<file path="config.mk">
export PLATFORM = sky130hd
export DESIGN_NAME = cfgrd_retry_handler
export DESIGN_NICKNAME = d
export VERILOG_FILES = /design/src/rtl/cfgrd_retry_handler.sv
export SDC_FILE = /design/constraint.sdc
export NUM_CORES = 1
export LEC_CHECK = 0
export BUFFER_PORTS_ARGS = -buffer_cell sky130_fd_sc_hd__buf_2
export CAP_MARGIN = 20
export CELL_PAD_IN_SITES_DETAIL_PLACEMENT = 2
export CELL_PAD_IN_SITES_GLOBAL_PLACEMENT = 2
export CORE_MARGIN = 3
export CORE_UTILIZATION = 32
export CTS_BUF_LIST = sky130_fd_sc_hd__clkbuf_8
export CTS_CLUSTER_DIAMETER = 30
export DETAILED_ROUTE_END_ITERATION = 10
export GPL_TIMING_DRIVEN = 0
export PLACE_DENSITY = 0.93
export SLEW_MARGIN = 25
export SYNTH_ARGS = -nofsm -noshare
export SYNTH_HDL_FRONTEND = slang
export SYNTH_SLANG_ARGS = --single-unit
</file>
<file path="constraint.sdc">
create_clock -name clk -period 4.4 [get_ports clk]
set_input_delay 0.66 -clock clk [delete_from_list [all_inputs] [get_ports clk]]
set_output_delay 0.66 -clock clk [all_outputs]
set_load 0.01 [all_outputs]
</file>
<file path="src/rtl/cfgrd_retry_handler.sv">
module cfgrd_retry_handler #(
  parameter int REG_W = 10,
  parameter int CNT_W = 8,
  parameter int TMO_W = 16
) (
  input  logic             clk,
  input  logic             rst_n,
  input  logic             sw_vis_en,
  input  logic [CNT_W-1:0] retry_max,
  input  logic [TMO_W-1:0] timeout_cyc,
  input  logic             err_clr,
  input  logic             req_valid,
  output logic             req_ready,
  input  logic [REG_W-1:0] req_reg,
  input  logic [3:0]       req_be,
  output logic             dn_valid,
  output logic [REG_W-1:0] dn_reg,
  output logic [3:0]       dn_be,
  input  logic             cpl_valid,
  input  logic [1:0]       cpl_status,
  input  logic [31:0]      cpl_data,
  output logic             rsp_valid,
  output logic [31:0]      rsp_data,
  output logic             err_flag
);

  localparam logic [1:0] CPL_OK    = 2'd0;
  localparam logic [1:0] CPL_RETRY = 2'd1;
  localparam logic [31:0] ONES     = 32'hFFFF_FFFF;

  typedef enum logic [1:0] {IDLE, ISSUE, WAIT} state_t;

  state_t           state_q;
  logic [REG_W-1:0] reg_q;
  logic [3:0]       be_q;
  logic [CNT_W-1:0] tries_q;
  logic [TMO_W-1:0] timer_q;
  logic             rsp_valid_q;
  logic [31:0]      rsp_data_q;
  logic             err_q;

  logic [31:0] be_mask;
  logic [31:0] marker;
  logic        vid_hit;
  logic        give_up;
  logic        tmo_hit;

  assign be_mask = {{8{be_q[3]}}, {8{be_q[2]}}, {8{be_q[1]}}, {8{be_q[0]}}};
  assign marker  = {{8{be_q[3]}}, {8{be_q[2]}}, 16'h0001};
  assign vid_hit = sw_vis_en && (reg_q == '0) && (be_q[1:0] == 2'b11);
  assign give_up = tries_q >= retry_max;
  assign tmo_hit = timer_q >= timeout_cyc;

  assign req_ready = (state_q == IDLE);
  assign dn_valid  = (state_q == ISSUE);
  assign dn_reg    = reg_q;
  assign dn_be     = be_q;
  assign rsp_valid = rsp_valid_q;
  assign rsp_data  = rsp_data_q;
  assign err_flag  = err_q;

  always_ff @(posedge clk) begin
    if (!rst_n) begin
      state_q     <= IDLE;
      reg_q       <= '0;
      be_q        <= '0;
      tries_q     <= '0;
      timer_q     <= '0;
      rsp_valid_q <= 1'b0;
      rsp_data_q  <= '0;
      err_q       <= 1'b0;
    end else begin
      rsp_valid_q <= 1'b0;
      if (err_clr) err_q <= 1'b0;
      if (state_q != IDLE && timer_q != '1) timer_q <= timer_q + 1'b1;
      case (state_q)
        IDLE: begin
          if (req_valid) begin
            reg_q   <= req_reg;
            be_q    <= req_be;
            tries_q <= '0;
            timer_q <= '0;
            state_q <= ISSUE;
          end
        end
        ISSUE: state_q <= WAIT;
        WAIT: begin
          if (cpl_valid) begin
            if (cpl_status == CPL_OK) begin
              rsp_valid_q <= 1'b1;
              rsp_data_q  <= cpl_data & be_mask;
              state_q     <= IDLE;
            end else if (cpl_status != CPL_RETRY) begin
              rsp_valid_q <= 1'b1;
              rsp_data_q  <= ONES;
              state_q     <= IDLE;
            end else if (vid_hit) begin
              rsp_valid_q <= 1'b1;
              rsp_data_q  <= marker;
              state_q     <= IDLE;
            end else if (give_up) begin
              rsp_valid_q <= 1'b1;
              rsp_data_q  <= ONES;
              err_q       <= 1'b1;
              state_q     <= IDLE;
            end else begin
              tries_q <= tries_q + 1'b1;
              state_q <= ISSUE;
            end
          end else if (tmo_hit) begin
            rsp_valid_q <= 1'b1;
            rsp_data_q  <= ONES;
            err_q       <= 1'b1;
            state_q     <= IDLE;
          end
        end
        default: state_q <= IDLE;
      endcase
    end
  end

endmodule


</file>
==> key figures <==
Timing
  – Fin crit period: 2.848 ns
  – Min Hold Slack: 0.4892 ns
  – Clock Skews: 0.01736 ns
  – Fmax achieved: 0.3511 GHz
  – RSZ-0062 raised after global routing: false
  – Headroom to the max-slew limit: 38.95%
  – Worst-margin pin slew: 0.9087 ns
  – Fin Setup TNS: 0 ns
  – Hold Vio Cnt, Final: 0
  – Max-slew violations: 0
  – Final Setup Violations: 0
  – Fin crit share: 64.72%

Placement
  – Number of port buffers: 127
  – Gpl congestion: 0.8141
  – DP HPWL: 10980 µm

Power and ir drop
  – Worst VDD drop: 0.1376 mV
  – Power Density: 307.6 nW/µm²
  – P_leak: 2.308 nW

Synth
  – Yosys top cell area share: 39.44%
  – Register area share after synthesis: 39.44%
  – EDFF count, synth: 0
  – Cell taking the most area after synthesis: dfxtp_1
  – Syn Nets: 525
  – Async SR Flop Fraction: 0%
  – Most used DFF post-synth: dfxtp_1
  – Synthesized area: 3756 µm²
  – Syn avg cell area: 8.922 µm²
  – Top post-synthesis cells by area: dfxtp_1, ha_1, o221a_2
  – Synth cell types: 57
  – YS warnings: 0
  – Mapped Cells: 421
  – FF+latch count, synth: 74

Finish
  – Share of layout cells above drive strength 1: 30.67%
  – Area grow syn2layout: 27.15%
  – Nets@finish: 663
  – Commonest non-fill, non-tap cell in the layout: buf_2
  – Max reg flops: 32
  – Commonest non-fill, non-tap cells in the layout: buf_2, dfxtp_1, nand2_1, inv_1, a21oi_1

Critical path
  – Crit end category: flop
  – Crit Path Max Fanout: 10
  – Startpoint types: flop
  – WP data arrival: 3.12 ns
  – Critical Path RT: 4.67 ns
  – Crit Path Class: flop to flop

Clocking
  – Clk_lat worst skew: 0.36 ns
  – Num CTS Buffers: 9
  – Htree depth: 3
  – Root buffer cell: clkbuf_8
  – Bufs on Longest Clock Path: 2
  – Clock Sink Count: 74
  – Setup Fix Bufs, Post-CTS: 0
  – Resized cells post-CTS: 0
  – Hold_buf cts: 0
  – CTS tree: yes
  – Clk slew on worst S/H paths: 0.09 ns

Die
  – Core area: 11170 µm²
  – Row count: 38
  – Die height: 114.3 µm
  – Die X: 114.3 µm
  – Initial core utilization: 33.62%
  – Io pins: 128
  – Die area: 13070 µm²

GRT
  – GRT Total Usage: 23.07%
  – Vias in the first global route: 4293
  – Initial antenna violation count: 0
  – GR Overflow Total: 0
  – First-pass GRT wire length: 23690 µm
  – Pin count of the biggest net entering global routing: 14

Drt
  – WL final: 14900 µm
  – Vias per inst: 5.506
  – Metal3 WL: 609 µm
  – Met2 wire len: 7757 µm
  – Antenna-violating nets left: 0
  – DR pass1 iterations: 5
  – Drt first-iter violations: 204
  – WL/cell: 21.10 µm
  – Top Metal Used: met4
  – Routed vias: 3887
  – DRC Markers: 0
  – M1 wire length: 6099 µm

Hold path
  – Hold Crit Class: input port to flop

Outcome
  – Status: finished clean

Run
  – Max capacitance violation total: 0
[power breakdown]
| part | total (W) | internal [W] | switching (W) |
|---|---|---|---|
| combinational | 0.000197 | 0.0000807 | 0.000116 |
| sequential | 0.000708 | 0.000690 | 0.0000173 |
| clock | 0.000565 | 0.000279 | 0.000286 |
| total | 0.00147 | 0.00105 | 0.000419 |
[layout make-up]
class                   count  area [µm²]
diodes                      2       5.005
clock buffers              10       137.6
fillers                  1246        6397
clock inverters             6       66.31
inverters                  28       105.1
plain buffers              21       91.34
repair buffers            127       635.6
flip-flops and latches     74        1481
multi-input cells         298        2078
well taps                 140       175.2
[Yosys cell counts, drive strengths merged, types with 6 or more instances]
cell / n
o21ai: 11
o21a: 9
nand4: 9
nand2: 46
a31oi: 8
nand3: 7
o211a: 8
a21oi: 28
nor2: 23
ha: 26
a21o: 11
dfxtp: 74
xnor2: 9
nor3: 8
clkbuf: 15
o221a: 24
or3: 6
buf: 6
inv: 27
and3: 17
[logic make-up (layout without fill, tap and decap cells)]
group | count (synthesis) | after routing | synth area share (%)
AND/OR/NAND/NOR | 144 | 144 | 19.45
AO/OA/AOI/OAI | 117 | 117 | 24.62
flip-flops | 74 | 74 | 39.44
buffers and inverters | 49 | 192 | 5.230
adder cells (fa/ha/maj) | 26 | 26 | 8.661
XOR/XNOR | 10 | 10 | 2.332
multiplexers | 1 | 1 | 0.2665
other | 0 | 2 | 0
[path summary, 6_finish.rpt]
check,start,to,slack [ns],cells past startpoint
worst max-delay path,tries_q[0]$_SDFFE_PN0P_,tries_q[3]$_SDFFE_PN0P_,1.55,9
worst min-delay path,err_clr,err_flag$_SDFF_PN0_,0.49,2
worst max register to register,tries_q[0]$_SDFFE_PN0P_,tries_q[3]$_SDFFE_PN0P_,1.55,9
worst min register to register,dn_reg[7]$_SDFFE_PN0P_,dn_reg[7]$_SDFFE_PN0P_,0.49,2
[per-stage QoR]
step           cell area, µm²  cells  total power [W]  worst slack (ns)  utilization [%]
2_1_floorplan            3756    421        0.0008162             1.741                -
3_3_place_gp             4567    688        0.0008991             1.423            40.87
3_5_place_dp             4567    688        0.0009162             1.328            40.87
4_1_cts                  4771    704         0.001485             1.527            42.70
5_1_grt                  4771    704         0.001537             1.427            42.70
6_report                 4776    706         0.001469             1.552            42.74
[worst max-delay path, stage by stage, from the launching register on]
cell      delay [ns]
dfxtp_1         0.39
inv_1           0.11
ha_1            0.28
nand2b_1        0.14
a2111o_1        0.43
a211oi_2        0.37
a21boi_0        0.25
buf_2           0.24
or3_1           0.37
a21oi_1         0.17
[routing by layer]
layer / vias up / global-route usage, %
met3: 30 / 4.810
met5: - / 0
met4: 0 / 9.264
met1: 1928 / 26.70
met2: 103 / 41.30
li1: 1826 / -
Note: power is estimated with default switching activity, not from simulation.
